File: config.mk
export PLATFORM = sky130hd
export DESIGN_NAME = dma_req_arbiter
export DESIGN_NICKNAME = d
export VERILOG_FILES = /design/src/rtl/dma_arb_pkg.sv /design/src/rtl/prio_stage.sv /design/src/rtl/req_gate.sv /design/src/rtl/dma_req_arbiter.sv
export SDC_FILE = /design/constraint.sdc
export NUM_CORES = 1
export LEC_CHECK = 0
export ABC_AREA = 1
export BUFFER_PORTS_ARGS = -buffer_cell sky130_fd_sc_hd__buf_2
export CAP_MARGIN = 20
export CORE_MARGIN = 1.5
export CORE_UTILIZATION = 54
export CTS_BUF_LIST = sky130_fd_sc_hd__clkbuf_4
export CTS_CLUSTER_DIAMETER = 60
export DETAILED_ROUTE_END_ITERATION = 10
export PLACE_DENSITY = 0.84
export SLEW_MARGIN = 30
export SYNTH_ARGS = -nofsm -noshare
export SYNTH_HDL_FRONTEND = slang
export SYNTH_SLANG_ARGS = --single-unit
File: constraint.sdc
create_clock -name clk -period 2 [get_ports clk]
set_input_delay 0.1 -clock clk [delete_from_list [all_inputs] [get_ports clk]]
set_output_delay 0.1 -clock clk [all_outputs]
set_load 0.01 [all_outputs]
File: src/rtl/dma_arb_pkg.sv
package dma_arb_pkg;

    typedef enum logic {
        ARB_IDLE  = 1'b0,
        ARB_GRANT = 1'b1
    } arb_state_t;

endpackage

File: src/rtl/prio_stage.sv
module prio_stage #(
    parameter int N  = 4,
    localparam int IW = (N > 1) ? $clog2(N) : 1
) (
    input  logic [N-1:0]  req,
    output logic          any,
    output logic [IW-1:0] idx
);
    always_comb begin
        any = |req;
        idx = '0;
        for (int i = N - 1; i >= 0; i--) begin
            if (req[i]) idx = IW'(i);
        end
    end
endmodule

File: src/rtl/req_gate.sv
module req_gate #(
    parameter int NCH       = 8,
    parameter int CASC_SLOT = 4,
    parameter int COPY_CH   = 2
) (
    input  logic           clk,
    input  logic           rst_n,
    input  logic [NCH-1:0] drq,
    input  logic           mask_wr,
    input  logic [NCH-1:0] mask_wdata,
    input  logic           mem_copy,
    output logic [NCH-1:0] drq_q,
    output logic [NCH-1:0] mask_q,
    output logic [NCH-1:0] elig
);
    always_ff @(posedge clk) begin
        if (!rst_n) begin
            drq_q  <= '0;
            mask_q <= '1;
        end else begin
            drq_q <= drq;
            if (mask_wr) mask_q <= mask_wdata;
        end
    end

    for (genvar g = 0; g < NCH; g++) begin : g_elig
        if (g == CASC_SLOT) begin : g_casc
            assign elig[g] = 1'b0;
        end else if (g < COPY_CH) begin : g_pair
            assign elig[g] = drq_q[g] & ~mask_q[g];
        end else begin : g_plain
            assign elig[g] = drq_q[g] & ~mask_q[g] & ~mem_copy;
        end
    end
endmodule

File: src/rtl/dma_req_arbiter.sv
module dma_req_arbiter
    import dma_arb_pkg::*;
#(
    parameter int GRP = 4,
    localparam int NCH = 2 * GRP,
    localparam int CW  = $clog2(NCH),
    localparam int IW  = $clog2(GRP)
) (
    input  logic           clk,
    input  logic           rst_n,
    input  logic [NCH-1:0] drq,
    input  logic           mask_wr,
    input  logic [NCH-1:0] mask_wdata,
    input  logic           mem_copy,
    input  logic           unit_done,
    output logic           grant_vld,
    output logic [CW-1:0]  grant_ch,
    output logic           grant_wide,
    output logic [NCH-1:0] dack
);
    localparam int CASC = GRP;

    logic [NCH-1:0] drq_q, mask_q, elig;
    logic           lo_any, up_any;
    logic [IW-1:0]  lo_idx, up_idx;
    logic [GRP-1:0] up_req;
    logic [CW-1:0]  win_ch, cur_ch;
    arb_state_t     state;

    req_gate #(.NCH(NCH), .CASC_SLOT(CASC), .COPY_CH(2)) u_gate (
        .clk(clk), .rst_n(rst_n), .drq(drq), .mask_wr(mask_wr),
        .mask_wdata(mask_wdata), .mem_copy(mem_copy),
        .drq_q(drq_q), .mask_q(mask_q), .elig(elig)
    );

    prio_stage #(.N(GRP)) u_lower (
        .req(elig[GRP-1:0]), .any(lo_any), .idx(lo_idx)
    );

    // slot 0 of the upper stage is the cascade from the lower stage
    assign up_req = {elig[NCH-1:GRP+1], lo_any};

    prio_stage #(.N(GRP)) u_upper (
        .req(up_req), .any(up_any), .idx(up_idx)
    );

    assign win_ch = (up_idx == '0) ? CW'(lo_idx) : CW'(CASC) + CW'(up_idx);

    always_ff @(posedge clk) begin
        if (!rst_n) begin
            state  <= ARB_IDLE;
            cur_ch <= '0;
        end else begin
            unique case (state)
                ARB_IDLE: begin
                    if (up_any) begin
                        state  <= ARB_GRANT;
                        cur_ch <= win_ch;
                    end
                end
                ARB_GRANT: begin
                    if (unit_done || !drq_q[cur_ch]) state <= ARB_IDLE;
                end
                default: state <= ARB_IDLE;
            endcase
        end
    end

    always_comb begin
        grant_vld  = 1'b0;
        grant_ch   = '0;
        grant_wide = 1'b0;
        dack       = '0;
        unique case (state)
            ARB_IDLE: ;
            ARB_GRANT: begin
                grant_vld      = 1'b1;
                grant_ch       = cur_ch;
                grant_wide     = (cur_ch > CW'(CASC));
                dack[cur_ch]   = 1'b1;
            end
            default: ;
        endcase
    end

    AST_NO_CASCADE_GRANT: assert property (@(posedge clk) disable iff (!rst_n)
        grant_vld |-> (grant_ch != CW'(CASC) && !dack[CASC]));
    AST_DACK_ONEHOT: assert property (@(posedge clk) disable iff (!rst_n)
        $onehot0(dack) && (grant_vld == (dack != '0)));
    AST_GRANT_HELD: assert property (@(posedge clk) disable iff (!rst_n)
        (grant_vld && drq_q[grant_ch] && !unit_done) |=> (grant_vld && $stable(grant_ch)));
    AST_DONE_RELEASES: assert property (@(posedge clk) disable iff (!rst_n)
        (grant_vld && unit_done) |=> !grant_vld);
    AST_GRANT_ELIGIBLE: assert property (@(posedge clk) disable iff (!rst_n)
        $rose(grant_vld) |-> ((($past(elig) >> grant_ch) & NCH'(1)) != '0));
    AST_COPY_PAIR: assert property (@(posedge clk) disable iff (!rst_n)
        ($rose(grant_vld) && $past(mem_copy)) |-> (grant_ch < CW'(2)));
endmodule

==> impl_metrics.csv, run 1 <==
group,metric,value,unit
pwr,peakVddDrop,471,uV
layout,fin_nets,216,
timing,setup_viol,0,
timing,worstMarginPinSlew,0.280,ns
die,die_area,0.00205,mm2
yosys,synth_area,965,um2
place,hpwl,1520,um
worst_hold_path,worstHoldPathType,"primary input to flip-flop",
global_route,grt_pass1_vias,924,
detailed_routing,drt_wl_total,2130,um
detailed_routing,drc,0,
yosys,yosysSeqAreaShare,39.4,%
die,die_h,45.3,um
die,rows,15,
layout,n_antenna_cell,0,
global_route,grt_max_degree,16,
die,io_pins,34,
place,io_buffer_count,32,
critical_path,endpoint_kind,"output pin",
place,dp_slack,0.890,ns
yosys,synth_cell_types,19,
yosys,synthesis.nets,174,
global_route,grt_antenna_before_repair,0,
clock_tree,cts_num_sinks,19,
timing,fin_skew,0.00720,ns
critical_path,required,1.90,ns
clock_tree,cts.path.max_buffers,2,
detailed_routing,ant_nets,0,
yosys,yosysWarnings,0,
detailed_routing,wire_per_inst,9.73,um
detailed_routing,vias_per_cell,4.53,
clock_tree,cts.clk_slew.worst_paths,0.10,ns
global_route,grt_pass1_wl,3530,um
layout,multi_input_area,455,um2
timing,hold_ws,0.00777,ns
place,gp_congestion,0.790,
die,die_x,45.3,um
status,outcome,"complete, no violations",
timing,period_needed,1.38,ns
timing,slew-limit-headroom,81.3,%
critical_path,cp_max_fo,8,
clock_tree,cts-buffers-inserted,3,
layout,seq_area,380,um2
yosys,synthCells,153,
timing,maxSlewViolCount,0,
die,core-area,0.00171,mm2
timing,fin_crit_sh,68.8,%
yosys,avgSynthCellArea,6.31,um2
clock_tree,tritoncts,"built",
global_route,grt_usage,24.1,%
timing,fmax,0.727,GHz
pwr,power_leakage,0.000744,uW
pwr,p_per_area,621,mW/mm2
clock_tree,htreeDepth,1,
detailed_routing,drt_iter0_drc,20,
flow_run,cap_violations,0,
timing,finalWorstSetupSlack,0.624,ns
detailed_routing,drt_first_pass_iters,4,
critical_path,arrival,1.28,ns
clock_tree,clockRootBuffer,"clkbuf_4",
critical_path,critPathLaunchType,"flip-flop",
die,initial_core_util,56.5,%
layout,fill_cells,142,
yosys,synth-seq-cells,19,
critical_path,critical_path_class,"flip-flop to output pin",
layout,area_delta_synth_final,30.0,%
clock_tree,clkLatencyLatePin,0.30,ns
timing,hold_violations,0,
timing,tns,0,ns
detailed_routing,vias,993,
layout,layout-drive-gt1-share,24.7,%
timing,rsz0062_at_grt,"no",
global_route,grt.overflow.total,0,
layer usage:
metal  vias to the layer above  share of wire (%)  global-route usage (%)
li1                        534                  -                       -
met1                       435                 41                    25.3
met2                        20                 55                    46.3
met3                         4                3.3                    4.40
met4                         0               0.89                    9.41
met5                         -                  0                       0
state kept, by name, indices dropped and copies added, names as in the netlist:
register       cells
cur_ch             3
state              1
u_gate.drq_q       8
u_gate.mask_q      7
synthesized netlist by cell type:
cell type,instances,share of area (%)
nand4_1,1,0.65
nand3b_1,1,0.78
nor2_1,20,7.8
dfxtp_1,19,39
inv_1,30,12
nand2_4,2,2.3
clkbuf_1,2,0.78
a21oi_1,4,2.1
nor2_2,1,0.65
nand3_1,9,4.7
nand2_1,49,19
a21oi_2,1,0.91
o21ai_0,2,1.0
nor2_4,1,1.2
or2_0,1,0.65
nand2_2,6,3.9
inv_2,1,0.39
buf_2,1,0.52
o211ai_1,2,1.6
power breakdown:
part           internal (uW)  switching, uW
registers                404           22.0
clock network           91.3            112
logic                   64.4           83.9
total                    560            218
path summary, 6_finish.rpt:
kind | start | end | slack (ns) | depth (start not counted)
min reg2reg | u_gate.mask_q[1]$_SDFFE_PN1P_ | u_gate.mask_q[1]$_SDFFE_PN1P_ | 0.47 | 2
min | mask_wdata[6] | u_gate.mask_q[6]$_SDFFE_PN1P_ | 0.008 | 3
max reg2reg | cur_ch[0]$_SDFFE_PN0P_ | state$_SDFF_PN0_ | 0.84 | 6
max | cur_ch[0]$_SDFFE_PN0P_ | dack[4] | 0.62 | 4
worst max-delay path: stages, from the launching register on:
cell and delay (ns):
dfxtp_1 0.48, inv_1 0.17, nand2_1 0.14, nor2_1 0.06
buf_2 0.13
placed cells by master, fill, tap and decap left out, drive strengths merged, types with 2 or more instances in the layout:
master,instances
nor2,22
o21ai,2
nand2,57
dlygate4sd3,8
inv,31
buf,32
dfxtp,19
clkbuf,4
a21oi,5
nand3,9
o211ai,2
cell families after synthesis:
group / after synthesis / synth area share [%]
buffers and inverters: 34 / 13.4
AOI/OAI and AO/OA: 9 / 5.58
DFF: 19 / 39.4
and+or+nand+nor: 91 / 41.6
what timing repair did:
| item | in CTS | in global routing |
|---|---|---|
| buffers inserted | 0 | 0 |
| endpoints found under the hold margin | 7 | 1 |
| hold buffers | 7 | 1 |
| setup endpoints to repair | 0 | 0 |
| resized for setup | 0 | 0 |
through the flow:
stage                     util (%)  power, uW  area (um2)  std cells
after floorplan                  -        524         965        153
after global placement        67.0        563        1140        207
after detailed placement      67.0        568        1140        207
after CTS                     72.8        779        1240        218
after global routing          73.4        827        1250        219
final                         73.4        778        1250        219
layout make-up:
class,instances,area share [%]
sequential,19,30.3
clock buffer,4,2.40
multi-input combinational,100,36.3
inverter,31,9.28
tap,25,2.50
timing repair buffer,40,19.2
No activity file was read; power rests on OpenSTA's default activity.
==> inputs of run 2 (changes only) <==
--- a/config.mk
+++ b/config.mk
@@ -9,11 +9,11 @@
 export BUFFER_PORTS_ARGS = -buffer_cell sky130_fd_sc_hd__buf_2
 export CAP_MARGIN = 20
 export CORE_MARGIN = 1.5
-export CORE_UTILIZATION = 54
+export CORE_UTILIZATION = 50
 export CTS_BUF_LIST = sky130_fd_sc_hd__clkbuf_4
 export CTS_CLUSTER_DIAMETER = 60
 export DETAILED_ROUTE_END_ITERATION = 10
-export PLACE_DENSITY = 0.84
+export PLACE_DENSITY = 0.78
 export SLEW_MARGIN = 30
 export SYNTH_ARGS = -nofsm -noshare
 export SYNTH_HDL_FRONTEND = slang
==> constraint.sdc (replaced) <==
create_clock -name clk -period 1.45 [get_ports clk]
set_input_delay 0.0725 -clock clk [delete_from_list [all_inputs] [get_ports clk]]
set_output_delay 0.0725 -clock clk [all_outputs]
set_load 0.01 [all_outputs]
==> run 2 against run 1 <==
Effect of this change: via count up 4.5%; critical path depth up 1; final cell count up 3.2%; largest cell class unchanged.
==> impl_metrics.csv, run 2 (same netlist as run 1, synthesis figures left out) <==
group,metric,value,unit
global_route,grt_busiest_layer,"met2",
flow_run,cap_violations,0,
global_route,grt_usage,23.7,%
critical_path,critPathTopFamily,"flip-flops",
clock_tree,cts.path.max_buffers,2,
clock_tree,tritoncts,"built",
place,hpwl,1590,um
critical_path,cp_slowest_cell,"dfxtp_1",
layout,largest_reg_flops,8,
pwr,finalPower,1100,uW
layout,fill_cells,148,
timing,rsz0062_at_grt,"no",
detailed_routing,drt_first_pass_iters,4,
clock_tree,clkLatencyLatePin,0.30,ns
worst_hold_path,worstHoldPathType,"primary input to flip-flop",
global_route,use_met2,40.3,%
layout,area_delta_synth_final,37.5,%
global_route,grt_antenna_before_repair,0,
die,io_pins,34,
timing,slew-limit-headroom,81.9,%
layout,instances_no_fill,226,
place,gp_congestion,0.785,
layout,fin_area,0.00133,mm2
timing,fin_crit_sh,90.7,%
global_route,grt_pass1_vias,903,
critical_path,required,1.38,ns
global_route,met3_usage,5.77,%
place,dpl_cell_area,0.00114,mm2
clock_tree,htreeDepth,1,
pwr,p_per_area,830,mW/mm2
critical_path,critPathLaunchType,"flip-flop",
place,io_buffer_count,32,
timing,fin_skew,0.00177,ns
layout,n_antenna_cell,0,
timing,tns,0,ns
timing,worstMarginPinSlew,0.272,ns
pwr,peakVddDrop,658,uV
detailed_routing,drt_wl_total,2260,um
detailed_routing,ant_nets,0,
timing,hold_violations,0,
detailed_routing,vias,1038,
layout,seq_area,383,um2
critical_path,cp_num_buf_inv,3,
die,die_x,46.9,um
die,die_h,46.9,um
critical_path,cp_max_fo,6,
clock_tree,cts_num_sinks,19,
timing,period_needed,1.32,ns
clock_tree,cts.clk_slew.worst_paths,0.10,ns
critical_path,arrival,1.24,ns
global_route,grt_use_met1,28.4,%
clock_tree,cts_setup_buffers,0,
layout,layout-drive-gt1-share,24.9,%
timing,maxSlewViolCount,0,
layout,layout_common_cells,"nand2_1 (49), buf_2 (32), inv_1 (30)",
global_route,grt.overflow.total,0,
layout,largest_register,"u_gate.drq_q",
critical_path,slowest_delay,0.48,ns
die,die_area,0.00220,mm2
detailed_routing,drt_iter0_drc,26,
critical_path,crit_chain,"inv_1, nor2_1, inv_1, nor2_1, buf_2",
detailed_routing,wire_per_inst,10.0,um
critical_path,critical_path_class,"flip-flop to output pin",
place,dp_cells,207,
die,initial_core_util,54.7,%
layout,multi_input_area,455,um2
detailed_routing,vias_per_cell,4.59,
layout,reg_top3,"u_gate.drq_q: 8 flops, u_gate.mask_q: 7 flops, cur_ch: 3 flops",
layout,fin_nets,223,
clock_tree,clockRootBuffer,"clkbuf_4",
timing,hold_ws,0.0308,ns
die,core-area,0.00176,mm2
critical_path,endpoint_kind,"output pin",
timing,setup_viol,0,
die,rows,15,
pwr,power_leakage,0.000774,uW
detailed_routing,drc,0,
clock_tree,cts-buffers-inserted,3,
timing,fmax,0.760,GHz
global_route,grt_pass1_wl,3580,um
status,outcome,"complete, no violations",
layout,mostFrequentLayoutCell,"nand2_1",
global_route,grt_max_degree,16,
## run 2: changes by cell type in the layout (fill, tap and decap cells not counted), sizes merged
cell,delta
dlygate4sd3,+7
## run 2: area by class of cell
| type | instances | area share [%] |
|---|---|---|
| well taps | 25 | 2.36 |
| repair buffers | 47 | 23.4 |
| multi-input cells | 100 | 34.3 |
| flip-flops and latches | 19 | 28.9 |
| clock buffers | 4 | 2.26 |
| inverters | 31 | 8.77 |
## run 2: where the power goes
part	switching, uW	internal, uW	total (uW)	leakage, uW
clock network	163	126	289	0.0000184
logic	121	101	222	0.000597
registers	30.6	559	590	0.000159
total	315	786	1100	0.000774
## run 2: final timing paths
kind	startpoint	endpoint	slack [ns]	cells after the start
min reg2reg	u_gate.mask_q[5]$_SDFFE_PN1P_	u_gate.mask_q[5]$_SDFFE_PN1P_	0.48	2
max reg2reg	cur_ch[2]$_SDFFE_PN0P_	state$_SDFF_PN0_	0.31	5
min	unit_done	state$_SDFF_PN0_	0.03	4
max	cur_ch[2]$_SDFFE_PN0P_	dack[4]	0.13	5
## run 2: per-stage QoR
stage,util (%),setup WS [ns]
after CTS,75.0,0.0864
after global routing,75.2,0.00758
after detailed placement,64.8,0.346
after global placement,64.8,0.374
after floorplan,-,0.453
final,75.2,0.135
## run 2: worst min-delay path: cells and delay by family
| kind | cells | cell delay [ns] |
|---|---|---|
| and+or+nand+nor | 2 | 0.09 |
| buffers and inverters | 1 | 0.08 |
| AOI/OAI and AO/OA | 1 | 0.05 |
## run 2: repair_timing
item | CTS | global route
gates resized for setup | 0 | 2
endpoints found under the setup margin | 0 | 5
hold buffers | 15 | 0
hold endpoints to repair | 15 | 0
## run 2: per-layer routing
metal  share of wire [%]  wire (um)
met4                0.97         22
met2                  50       1140
met3                 3.6         81
met1                  45       1020
met5                   0          0
==> inputs of run 3 (changes only) <==
--- a/config.mk
+++ b/config.mk
@@ -8,12 +8,14 @@
 export ABC_AREA = 1
 export BUFFER_PORTS_ARGS = -buffer_cell sky130_fd_sc_hd__buf_2
 export CAP_MARGIN = 20
+export CELL_PAD_IN_SITES_DETAIL_PLACEMENT = 0
+export CELL_PAD_IN_SITES_GLOBAL_PLACEMENT = 1
 export CORE_MARGIN = 1.5
-export CORE_UTILIZATION = 50
+export CORE_UTILIZATION = 34
 export CTS_BUF_LIST = sky130_fd_sc_hd__clkbuf_4
 export CTS_CLUSTER_DIAMETER = 60
 export DETAILED_ROUTE_END_ITERATION = 10
-export PLACE_DENSITY = 0.78
+export PLACE_DENSITY = 0.79
 export SLEW_MARGIN = 30
 export SYNTH_ARGS = -nofsm -noshare
 export SYNTH_HDL_FRONTEND = slang
==> run 3 against run 2 <==
Effect of this change: power is 2.1% lower; first-iteration DRC count is 38% lower; sequential share of layout area is 0.23 points lower; routed wire length is 13% lower.
==> impl_metrics.csv, run 3 (same netlist as run 1, synthesis figures left out) <==
group,metric,value,unit
critical_path,critical_path_class,"flip-flop to output pin",
detailed_routing,wire_per_inst,8.47,um
layout,reg_top3,"u_gate.drq_q: 8 flops, u_gate.mask_q: 7 flops, cur_ch: 3 flops",
die,die_area,0.00317,mm2
timing,worstMarginPinSlew,0.258,ns
critical_path,arrival,1.21,ns
clock_tree,cts_setup_buffers,0,
place,io_buffer_count,32,
critical_path,critPathCapture,"dack[3]",
layout,n_antenna_cell,0,
critical_path,required,1.38,ns
place,gp_congestion,0.807,
die,core-area,0.00273,mm2
global_route,grt.overflow.total,0,
die,rows,19,
clock_tree,cts_num_sinks,19,
clock_tree,cts.path.max_buffers,2,
die,initial_core_util,35.3,%
place,hpwl,1590,um
layout,area_delta_synth_final,38.1,%
global_route,grt_pass1_wl,3620,um
critical_path,reg2reg_depth,8,
die,io_pins,34,
clock_tree,clkLatencyLatePin,0.29,ns
detailed_routing,drt_first_pass_iters,4,
timing,hold_violations,0,
detailed_routing,vias,996,
timing,maxSlewViolCount,0,
layout,instances_no_fill,232,
clock_tree,cts.clk_slew.worst_paths,0.10,ns
status,outcome,"complete, no violations",
pwr,power_leakage,0.000773,uW
critical_path,r2r_slack,0.35,ns
timing,slew-limit-headroom,82.8,%
die,die_h,56.3,um
detailed_routing,drt_wl_total,1970,um
critical_path,cp_max_fo,5,
critical_path,r2r-end,"cur_ch[0]$_SDFFE_PN0P_",
flow_run,cap_violations,0,
clock_tree,clockRootBuffer,"clkbuf_4",
clock_tree,cts-buffers-inserted,3,
clock_tree,tritoncts,"built",
critical_path,critPathLaunchType,"flip-flop",
worst_hold_path,worstHoldPathType,"primary input to flip-flop",
pwr,p_per_area,809,mW/mm2
timing,setup_viol,0,
timing,fmax,0.778,GHz
critical_path,endpoint_kind,"output pin",
clock_tree,htreeDepth,1,
detailed_routing,vias_per_cell,4.29,
detailed_routing,drc,0,
die,die_x,56.3,um
place,dp_cells,213,
timing,period_needed,1.28,ns
layout,largest_register,"u_gate.drq_q",
layout,largest_reg_flops,8,
detailed_routing,drt_iter0_drc,16,
detailed_routing,ant_nets,0,
layout,mostFrequentLayoutCell,"nand2_1",
critical_path,worstReg2RegStart,"u_gate.mask_q[5]$_SDFFE_PN1P_",
global_route,grt_antenna_before_repair,0,
critical_path,startpoint,"cur_ch[1]$_SDFFE_PN0P_",
timing,tns,0,ns
timing,fin_skew,0.00322,ns
timing,fin_crit_sh,88.6,%
pwr,peakVddDrop,617,uV
timing,rsz0062_at_grt,"no",
layout,layout_common_cells,"nand2_1 (49), buf_2 (32), inv_1 (30)",
layout,fin_nets,223,
layout,layout-drive-gt1-share,24.4,%
global_route,grt_pass1_vias,940,
global_route,grt_usage,14.2,%
global_route,grt_max_degree,16,
[run 3: worst min-delay path by stage]
stage | start | end | slack, ns | cells after the start
4_1_cts | unit_done | state$_SDFF_PN0_ | 0.04 | 4
3_5_place_dp | drq[0] | u_gate.drq_q[0]$_SDFF_PN0_ | 0.26 | 3
2_1_floorplan | drq[4] | u_gate.drq_q[4]$_SDFF_PN0_ | 0.17 | 2
5_1_grt | unit_done | state$_SDFF_PN0_ | 0.04 | 4
6_report | unit_done | state$_SDFF_PN0_ | 0.05 | 4
3_3_place_gp | drq[4] | u_gate.drq_q[4]$_SDFF_PN0_ | 0.25 | 3
[run 3: worst max-delay path, cell delays in order (launching register included)]
cell and delay (ns):
dfxtp_1 0.41, inv_1 0.09, nor2_1 0.13, inv_1 0.07, nor2_1 0.09, buf_2 0.13
[run 3: layout make-up]
cell class / count / area, um2
sequential: 19 / 382
tap: 31 / 38.8
fill: 296 / 1400
timing repair buffer: 47 / 310
clock buffer: 4 / 30.0
inverter: 31 / 116
multi-input combinational: 100 / 455
[run 3: report_power, final]
| part | total [uW] | switching, uW | internal (uW) |
|---|---|---|---|
| combinational | 214 | 113 | 101 |
| sequential | 587 | 28.2 | 558 |
| clock | 277 | 152 | 126 |
| total | 1080 | 293 | 785 |
[run 3: through the flow]
stage / setup WS [ns] / hold WS (ns) / cell area, um2 / total power [uW] / util [%]
3_3_place_gp: 0.373 / 0.251 / 1150 / 783 / 42.1
6_report: 0.165 / 0.0516 / 1330 / 1080 / 48.7
2_1_floorplan: 0.453 / 0.166 / 965 / 723 / -
3_5_place_dp: 0.357 / 0.260 / 1150 / 786 / 42.1
4_1_cts: 0.0980 / 0.0372 / 1330 / 1090 / 48.7
5_1_grt: 0.0175 / 0.0382 / 1330 / 1160 / 48.7
[run 3: repair_timing]
action	in CTS	in global routing
resized for setup	0	1
setup endpoints to repair	0	4
hold buffers	15	0
hold endpoints to repair	15	0
[run 3: layer usage]
metal | track usage [%] | routed length, um
met2 | 25.7 | 930
met4 | 6.12 | 19
met5 | 0 | 0
met1 | 16.1 | 920
met3 | 2.76 | 95
